File: config.mk
export PLATFORM = sky130hd
export DESIGN_NAME = stepRateClock
export DESIGN_NICKNAME = d
export VERILOG_FILES = /design/src/rtl/stepClkPkg.sv /design/src/rtl/stepRateTable.sv /design/src/rtl/stepControl.sv /design/src/rtl/stepDatapath.sv /design/src/rtl/stepRateClock.sv
export SDC_FILE = /design/constraint.sdc
export NUM_CORES = 1
export LEC_CHECK = 0
export ABC_AREA = 1
export CAP_MARGIN = 25
export CORE_MARGIN = 2
export CORE_UTILIZATION = 38
export CTS_BUF_LIST = sky130_fd_sc_hd__clkbuf_8
export DETAILED_ROUTE_END_ITERATION = 10
export GPL_ROUTABILITY_DRIVEN = 0
export PLACE_DENSITY = 0.63
export SLEW_MARGIN = 30
export SYNTH_ARGS = -nofsm -noshare
export SYNTH_HDL_FRONTEND = slang
export SYNTH_HIERARCHICAL = 1
export SYNTH_SLANG_ARGS = --single-unit
export TNS_END_PERCENT = 50
File: constraint.sdc
create_clock -name clk -period 2.7 [get_ports clk]
set_clock_uncertainty 0.2 [all_clocks]
set_input_delay 0.27 -clock clk [delete_from_list [all_inputs] [get_ports clk]]
set_output_delay 0.27 -clock clk [all_outputs]
set_load 0.01 [all_outputs]
File: src/rtl/stepClkPkg.sv
package stepClkPkg;

  typedef enum logic [1:0] {
    RATE_SLOW = 2'b00,
    RATE_MID  = 2'b01,
    RATE_FAST = 2'b10,
    RATE_ALT  = 2'b11
  } rateCode_e;

  // Strobes from control to datapath
  typedef struct packed {
    logic holdOff;    // force output low, clear counter
    logic toggle;     // half-period boundary reached
    logic loadLimit;  // capture new half-period length
  } stepStrobe_t;

  // Half-period length in reference cycles, never below one
  function automatic int unsigned halfCycles(input int unsigned refHz,
                                             input int unsigned outHz);
    int unsigned h;
    h = refHz / (2 * outHz);
    if (h < 1) h = 1;
    return h;
  endfunction

  function automatic int unsigned maxOf3(input int unsigned a,
                                         input int unsigned b,
                                         input int unsigned c);
    int unsigned m;
    m = a;
    if (b > m) m = b;
    if (c > m) m = c;
    return m;
  endfunction

endpackage

File: src/rtl/stepRateTable.sv
module stepRateTable
  import stepClkPkg::*;
#(
  parameter int unsigned REF_HZ  = 50_000_000,
  parameter int unsigned SLOW_HZ = 10,
  parameter int unsigned MID_HZ  = 400,
  parameter int unsigned FAST_HZ = 165_000,
  parameter int unsigned CW      = 22
) (
  input  logic [1:0]    rateSel,
  output logic [CW-1:0] halfSel
);

  localparam int unsigned HALF_SLOW = halfCycles(REF_HZ, SLOW_HZ);
  localparam int unsigned HALF_MID  = halfCycles(REF_HZ, MID_HZ);
  localparam int unsigned HALF_FAST = halfCycles(REF_HZ, FAST_HZ);
  localparam int unsigned CODES     = 4;

  logic [CW-1:0] halfTable [CODES];

  // Code 11 falls back to the slow rate
  for (genvar c = 0; c < CODES; c++) begin : g_code
    localparam int unsigned H = (c == int'(RATE_FAST)) ? HALF_FAST :
                                (c == int'(RATE_MID))  ? HALF_MID  : HALF_SLOW;
    assign halfTable[c] = CW'(H);
  end

  assign halfSel = halfTable[rateSel];

endmodule

File: src/rtl/stepControl.sv
module stepControl
  import stepClkPkg::*;
(
  input  logic        rst,
  input  logic        terminal,
  output stepStrobe_t strobe
);

  always_comb begin
    strobe           = '0;
    strobe.holdOff   = rst;
    strobe.toggle    = !rst && terminal;
    // Limit reloads during reset and at each boundary only
    strobe.loadLimit = rst || terminal;
  end

endmodule

File: src/rtl/stepDatapath.sv
module stepDatapath
  import stepClkPkg::*;
#(
  parameter int unsigned CW = 22
) (
  input  logic          clk,
  input  stepStrobe_t   strobe,
  input  logic [CW-1:0] nextHalf,
  output logic          terminal,
  output logic          stepClk,
  output logic          tick
);

  logic [CW-1:0] phaseCnt;
  logic [CW-1:0] halfLimit;
  logic          clkQ;
  logic          tickQ;

  always_ff @(posedge clk) begin
    if (strobe.holdOff) begin
      phaseCnt <= '0;
      clkQ     <= 1'b0;
      tickQ    <= 1'b0;
    end else if (strobe.toggle) begin
      phaseCnt <= '0;
      clkQ     <= ~clkQ;
      tickQ    <= ~clkQ;
    end else begin
      phaseCnt <= phaseCnt + CW'(1);
      tickQ    <= 1'b0;
    end
  end

  always_ff @(posedge clk) begin
    if (strobe.loadLimit) halfLimit <= nextHalf;
  end

  assign terminal = (phaseCnt == halfLimit - CW'(1));
  assign stepClk  = clkQ;
  assign tick     = tickQ;

endmodule

File: src/rtl/stepRateClock.sv
module stepRateClock
  import stepClkPkg::*;
#(
  parameter int unsigned REF_HZ  = 50_000_000,
  parameter int unsigned SLOW_HZ = 10,
  parameter int unsigned MID_HZ  = 400,
  parameter int unsigned FAST_HZ = 165_000
) (
  input  logic       clk,
  input  logic       rst,
  input  logic [1:0] rateSel,
  output logic       stepClk,
  output logic       tick
);

  localparam int unsigned MAX_HALF = maxOf3(halfCycles(REF_HZ, SLOW_HZ),
                                            halfCycles(REF_HZ, MID_HZ),
                                            halfCycles(REF_HZ, FAST_HZ));
  localparam int unsigned CW = $clog2(MAX_HALF + 1);

  logic [CW-1:0] halfSel;
  logic          terminal;
  stepStrobe_t   strobe;

  stepRateTable #(
    .REF_HZ(REF_HZ), .SLOW_HZ(SLOW_HZ), .MID_HZ(MID_HZ),
    .FAST_HZ(FAST_HZ), .CW(CW)
  ) u_table (
    .rateSel(rateSel),
    .halfSel(halfSel)
  );

  stepControl u_ctrl (
    .rst(rst),
    .terminal(terminal),
    .strobe(strobe)
  );

  stepDatapath #(.CW(CW)) u_dp (
    .clk(clk),
    .strobe(strobe),
    .nextHalf(halfSel),
    .terminal(terminal),
    .stepClk(stepClk),
    .tick(tick)
  );

endmodule

==> results of run 1 <==
## sequential cells by signal (all words and copies together) (netlist names)
| signal | flops |
|---|---|
| u_dp/halfLimit | 22 |
| u_dp/tick | 1 |
| u_dp/phaseCnt | 22 |
| u_dp/stepClk | 1 |
## stage by stage
step           worst slack [ns]  hold slack, ns  utilization  instance area, um2  power (uW)
4_1_cts                  0.0339           0.323        0.424                3090        1350
5_1_grt                 -0.0203           0.349        0.432                3150        1410
3_5_place_dp             0.0392           0.310        0.411                3000         926
6_report                  0.205           0.319        0.432                3150        1350
2_1_floorplan            0.0949           0.242            -                2910         904
3_3_place_gp              0.151           0.297        0.411                3000         924
## cell type report
class                   count  area, um2
multi-input cells         267       1440
fillers                   777       4140
well taps                  99        124
flip-flops and latches     46       1140
repair buffers             11        108
inverters                  66        248
clock buffers               6       82.6
clock inverters             2       8.76
## worst min-delay path, cell delays in order, from the launching register on
cell	delay [ns]
dfxtp_1	0.32
inv_1	0.08
o22ai_1	0.08
## per-layer routing
layer | up-vias | track usage | share of wire | wire length, um
li1 | 1205 | - | - | -
met1 | 976 | 0.192 | 0.50 | 2760
met2 | 30 | 0.223 | 0.45 | 2490
met3 | 6 | 0.0249 | 0.028 | 152
met4 | 0 | 0.0467 | 0.015 | 84
met5 | - | 0 | 0 | 0
## logic make-up (layout without fill, tap and decap cells)
group	count (synthesis)	in the layout	synth area share
DFF	46	46	0.396
xor gates and xnor gates	21	21	0.0685
buffers and inverters	84	85	0.131
adders and majority gates	6	6	0.0260
and+or+nand+nor	207	207	0.329
AOI/OAI and AO/OA	26	26	0.0477
other	1	7	0.00130
## worst max-delay path by stage
| stage | from | to | slack [ns] | cells past startpoint |
|---|---|---|---|---|
| 2_1_floorplan | u_dp/halfLimit[0] | u_dp/halfLimit[0] | 0.09 | 12 |
| 3_3_place_gp | u_dp/halfLimit[0] | u_dp/stepClk | 0.15 | 16 |
| 3_5_place_dp | u_dp/halfLimit[0] | u_dp/stepClk | 0.04 | 16 |
| 6_report | u_dp/halfLimit[3] | u_dp/phaseCnt[17] | 0.20 | 15 |
| 5_1_grt | u_dp/halfLimit[3] | u_dp/phaseCnt[10] | -0.02 | 15 |
| 4_1_cts | u_dp/halfLimit[0] | u_dp/phaseCnt[11] | 0.03 | 16 |
## power by group through the flow
| stage | registers, uW | logic (uW) | clock network, uW |
|---|---|---|---|
| after floorplan | 792 | 112 | 0 |
| after global placement | 799 | 124 | 0 |
| after detailed placement | 800 | 126 | 0 |
| after CTS | 784 | 127 | 440 |
| after global routing | 788 | 156 | 470 |
| final | 785 | 136 | 429 |
## cell usage in the layout (no fill, tap or decap), types with 2 or more instances in the layout
master,netlist,layout
a21oi_1,11,11
nand2_2,3,2
nand3_1,18,18
nand3_2,2,2
o21ai_0,10,9
nor3_2,1,3
or2_2,3,3
dfxtp_1,24,24
nand2_4,3,4
edfxtp_1,22,22
nand4_1,2,2
nor2_4,6,7
nor3b_1,2,2
nor3_1,11,9
inv_2,1,3
clkdlybuf4s50_1,0,5
conb_1,1,7
nor2_1,62,54
clkbuf_8,0,6
ha_1,6,5
nand2_1,88,88
buf_4,17,5
inv_1,65,64
nor2_2,2,9
xor2_1,16,16
xnor2_1,4,4
o21ai_1,1,2
## what timing repair did
action / in CTS / in global routing
buffers inserted: 0 / 1
resized for setup: 0 / 17
hold buffers: 0 / 0
setup endpoints to repair: 0 / 45
==> flow_metrics.env, run 1 <==
export IMPL_wl_mm=5.48
export IMPL_ys_ff_latch=46
export IMPL_yosysTopAreaCell="edfxtp_1"
export IMPL_synth_edff_count=22
export IMPL_start_kind="flip-flop"
export IMPL_hold_path_depth=2
export IMPL_min_delay_start="u_dp/stepClk"
export IMPL_grt_pass1_wl_mm=9.45
export IMPL_rrSetupSlack_ns=0.20
export IMPL_dieArea_um2=8300
export IMPL_port_buffer_count=5
export IMPL_endpoint_kind="flip-flop"
export IMPL_overflow=0
export IMPL_r2r_end="u_dp/phaseCnt[17]"
export IMPL_die_w_um=91.1
export IMPL_ys_flop_type="dfxtp_1"
export IMPL_clk_path_buf_depth=2
export IMPL_finalSetupViolCount=0
export IMPL_min_period_ns=2.50
export IMPL_hp_class="reg -> reg"
export IMPL_instances_no_fill=497
export IMPL_finalCritPeriodShare=0.924
export IMPL_coreArea_um2=7290
export IMPL_finalSetupTns_ns=0
export IMPL_ios=6
export IMPL_synth_cells=391
export IMPL_cts_tree="yes"
export IMPL_grt_max_degree=23
export IMPL_vias_per_cell=4.46
export IMPL_synth_commonest_cells="88 x nand2_1, 65 x inv_1, 62 x nor2_1, 24 x dfxtp_1, 22 x edfxtp_1"
export IMPL_nNetsFinal=407
export IMPL_diodes=0
export IMPL_drtIter0Drc=102
export IMPL_crit_type="reg -> reg"
export IMPL_syn_area_um2=2880
export IMPL_detail_route_antenna_nets=0
export IMPL_outcome="finished clean"
export IMPL_rows=31
export IMPL_power_density_nw_per_um2=428
export IMPL_synthMostInstantiatedCell="nand2_1"
export IMPL_start_util=0.396
export IMPL_clkSinkCount=46
export IMPL_comb_power_share=0.101
export IMPL_crit_slowest_cell="edfxtp_1"
export IMPL_r2r_worst_path_cells=15
export IMPL_synth_top_cell_area_share=0.229
export IMPL_cts_max_level=2
export IMPL_numCtsBuffers=5
export IMPL_ir_drop_v=0.000193
export IMPL_worstPathRequired_ns=2.69
export IMPL_timing_critical_path_slowest_cell_delay_ns=0.47
export IMPL_clkPwrFrac=0.318
export IMPL_worst_hold_path_endpoint="u_dp/stepClk"
export IMPL_intPower_uw=1020
export IMPL_swShare=0.246
export IMPL_drive_gt1_frac=0.123
export IMPL_synth_cell_types=35
export IMPL_seq_area_frac_synth=0.396
export IMPL_drc=0
export IMPL_cts_root_buffer_cell="clkbuf_8"
export IMPL_vias=2217
export IMPL_grt_pass1_vias=2063
export IMPL_die_height_um=91.1
export IMPL_area_delta_synth_final_pct=9.24
export IMPL_dp_cells=488
export IMPL_async_reset_ff_frac=0
export IMPL_firstDrtPassIters=4
export IMPL_critical_path_cell_chain="nor2_1, nand2_4, nor2_4, nand2_2, o21ai_1, nand2_1, nor3_2, nand2_1, nor2_1, inv_1, nor2_2, nor2_2, buf_4, o21ai_0, a21oi_1"
export IMPL_wire_per_inst_um=11.0
export IMPL_power_share_sequential=0.582
export IMPL_ys_warn_count=6
export IMPL_cap_violations=0
export IMPL_synth_top_cells_by_area="edfxtp_1 23%, dfxtp_1 17%, nand2_1 11%"
export IMPL_syn_area_per_cell_um2=7.38
export IMPL_slew_violations=0
export IMPL_arrival_ns=2.48
export IMPL_r2r_start="u_dp/halfLimit[3]"
export IMPL_crit_family="simple AND/OR/NAND/NOR gates"
export IMPL_leakagePower_uw=0.00139
export IMPL_switchingPower_uw=332
export IMPL_critPathBufInv=2
export IMPL_antenna_found_initial=0
export IMPL_report_final_hold_viol_count=0
export IMPL_worstPathMaxFanout=9
export IMPL_clk_latency_ns=0.30
export IMPL_cts_clk_slew_worst_paths_ns=0.09
export IMPL_max_freq_mhz=401
export IMPL_track_usage=0.140
export IMPL_dp_hpwl_mm=4.27
(Power assumes the default switching activity.)
==> run 2: changes to the inputs <==
Settings changed: ABC_AREA 1 to not set.
==> flow_metrics.env, run 2 <==
export IMPL_outcome="complete, but fails checks"
export IMPL_violations="setup timing"
export IMPL_reg_largest_list="u_dp/halfLimit x22, u_dp/phaseCnt x22"
export IMPL_worstPathMaxFanout=5
export IMPL_critPathBufInv=2
export IMPL_clkSinkCount=46
export IMPL_rsz0062_at_grt="yes"
export IMPL_synth_cells=276
export IMPL_async_reset_ff_frac=0
export IMPL_finalSetupTns_ns=-32.13
export IMPL_leakagePower_uw=0.00126
export IMPL_syn_area_per_cell_um2=9.80
export IMPL_r2r_worst_path_cells=10
export IMPL_port_buffer_count=5
export IMPL_worstPathRequired_ns=2.51
export IMPL_cts_root_buffer_cell="clkbuf_8"
export IMPL_power_density_nw_per_um2=451
export IMPL_vias=2049
export IMPL_clk_path_buf_depth=2
export IMPL_wire_per_inst_um=13.0
export IMPL_area_delta_synth_final_pct=23.0
export IMPL_timing_critical_path_slowest_cell_delay_ns=0.43
export IMPL_cp_endpoint="u_dp/halfLimit[12]"
export IMPL_rrSetupSlack_ns=-0.73
export IMPL_clk_latency_ns=0.30
export IMPL_max_freq_mhz=291
export IMPL_vias_per_cell=4.84
export IMPL_cts_max_level=2
export IMPL_cts_clk_slew_worst_paths_ns=0.08
export IMPL_cap_violations=0
export IMPL_ys_flop_type="dfxtp_1"
export IMPL_overflow=0
export IMPL_grt_max_degree=14
export IMPL_arrival_ns=3.24
export IMPL_yosysTopAreaCell="edfxtp_1"
export IMPL_synth_commonest_cells="27 x nor2_1, 24 x dfxtp_1, 23 x xor2_1, 22 x edfxtp_1, 18 x xnor2_1"
export IMPL_layout_common_cells="55 x buf_4, 26 x nor2_1, 24 x dfxtp_1"
export IMPL_die_height_um=88.4
export IMPL_r2r_start="u_dp/halfLimit[1]"
export IMPL_start_kind="flip-flop"
export IMPL_synth_cell_types=61
export IMPL_place_ws_ns=-0.803
export IMPL_min_period_ns=3.43
export IMPL_drc=0
export IMPL_layout_commonest_cell="buf_4"
export IMPL_die_w_um=88.4
export IMPL_dieArea_um2=7810
export IMPL_start_util=0.396
export IMPL_finalCritPeriodShare=1.27
export IMPL_endpoint_kind="flip-flop"
export IMPL_ys_warn_count=6
export IMPL_coreArea_um2=6830
export IMPL_syn_area_um2=2700
export IMPL_synth_top_cells_by_area="edfxtp_1 24%, dfxtp_1 18%, xor2_1 7.5%"
export IMPL_report_final_hold_viol_count=0
export IMPL_antenna_found_initial=0
export IMPL_dp_hpwl_mm=3.98
export IMPL_drtIter0Drc=128
export IMPL_crit_type="reg -> reg"
export IMPL_critical_path_cell_chain="inv_1, ha_2, or3b_4, or4_4, or3_4, a211oi_2, o2111ai_2, nor4_4, buf_4, or2_2"
export IMPL_wl_mm=5.50
export IMPL_track_usage=0.160
export IMPL_crit_family="simple AND/OR/NAND/NOR gates"
export IMPL_layout_setup_ws_ns=-0.731
export IMPL_crit_slowest_cell="edfxtp_1"
export IMPL_rows=30
export IMPL_synthMostInstantiatedCell="nor2_1"
export IMPL_firstDrtPassIters=4
export IMPL_seq_area_frac_synth=0.422
export IMPL_fillers=651
export IMPL_nNetsFinal=336
export IMPL_worstMarginPinSlew_ns=0.529
export IMPL_hp_class="reg -> reg"
export IMPL_cp_depth=10
export IMPL_drive_gt1_frac=0.287
export IMPL_numCtsBuffers=5
export IMPL_ios=6
export IMPL_slew_violations=0
export IMPL_grt_pass1_wl_mm=9.58
export IMPL_slew_headroom=0.647
export IMPL_r2r_end="u_dp/halfLimit[12]"
export IMPL_grt_pass1_vias=2002
export IMPL_synth_top_cell_area_share=0.244
export IMPL_diodes=0
export IMPL_finalSetupViolCount=46
export IMPL_crit_start="u_dp/halfLimit[1]"
export IMPL_cts_tree="yes"
export IMPL_detail_route_antenna_nets=0
export IMPL_ys_ff_latch=46
export IMPL_synth_edff_count=22
export IMPL_ir_drop_v=0.000211
run 2: changes by cell type after synthesis, moves of 4 or more:
cell,previous run,this run
clkbuf_1,1,6
nand3_1,18,14
nor4_1,1,9
or3_1,0,4
o21ai_0,10,5
a21oi_1,11,5
nand2b_1,0,5
nand2_1,88,7
xor2_1,16,23
inv_1,65,13
nor2_1,62,27
nor2_4,6,0
xnor2_1,4,18
run 2: layout make-up:
class,count,area [um2],area share
multi-input cells,199,1430,0.430
flip-flops and latches,46,1140,0.343
repair buffers,61,474,0.143
well taps,96,120,0.0361
clock buffers,8,110,0.0331
inverters,13,48.8,0.0147
run 2: how the worst min path moves through the flow:
stage                  from      endpoint  slack, ns  cells past startpoint
4_1_cts        u_dp/stepClk     u_dp/tick       0.28                      1
3_5_place_dp   u_dp/stepClk     u_dp/tick       0.26                      1
6_report       u_dp/stepClk     u_dp/tick       0.32                      1
5_1_grt        u_dp/stepClk     u_dp/tick       0.36                      1
3_3_place_gp   u_dp/stepClk     u_dp/tick       0.25                      1
2_1_floorplan           rst  u_dp/stepClk       0.24                      2
run 2: what timing repair did:
item | CTS | global route
gates cloned | 5 | 0
gates resized for setup | 11 | 3
setup buffers | 3 | 1
setup endpoints to repair | 46 | 46
hold buffers | 0 | 0
pin swaps | 10 | 1
run 2: kinds of logic (layout without fill, tap and decap cells):
kind of cell	count (synthesis)	count (layout)	share of synthesized area
flip-flops	46	46	0.422
AO/OA/AOI/OAI	35	35	0.101
adder cells (fa/ha/maj)	6	6	0.0278
buffers and inverters	42	82	0.0958
other	1	7	0.00139
XOR/XNOR	41	41	0.133
multiplexers	3	3	0.0111
AND/OR/NAND/NOR	102	107	0.208
run 2: stage by stage:
| stage | hold slack [ns] | utilization | power [uW] | instance area (um2) | cells |
|---|---|---|---|---|---|
| 3_5_place_dp | 0.261 | 0.453 | 1020 | 3090 | 406 |
| 2_1_floorplan | 0.242 | - | 961 | 2780 | 282 |
| 5_1_grt | 0.361 | 0.487 | 1580 | 3330 | 423 |
| 6_report | 0.319 | 0.487 | 1500 | 3330 | 423 |
| 4_1_cts | 0.280 | 0.483 | 1520 | 3300 | 422 |
| 3_3_place_gp | 0.251 | 0.453 | 1020 | 3090 | 406 |
run 2: power by group:
part,switching [uW],leakage (uW),internal [uW],total [uW]
logic,113,0.000797,116,229
clock network,221,0.0000575,258,480
registers,23.3,0.000409,767,791
total,358,0.00126,1140,1500
run 2: worst register-to-register path, delay by kind of cell, from the launching register on:
kind / cells / cell delay, ns
buffers and inverters: 2 / 0.26
AND/OR/NAND/NOR: 5 / 1.70
flip-flops: 1 / 0.43
adder cells (fa/ha/maj): 1 / 0.19
AO/OA/AOI/OAI: 2 / 0.36
run 2: routing by layer:
layer	track usage	part of all wire	wire length [um]
met1	0.220	0.49	2720
met2	0.245	0.45	2500
met3	0.0299	0.026	145
met4	0.0744	0.025	136
met5	0	0	0
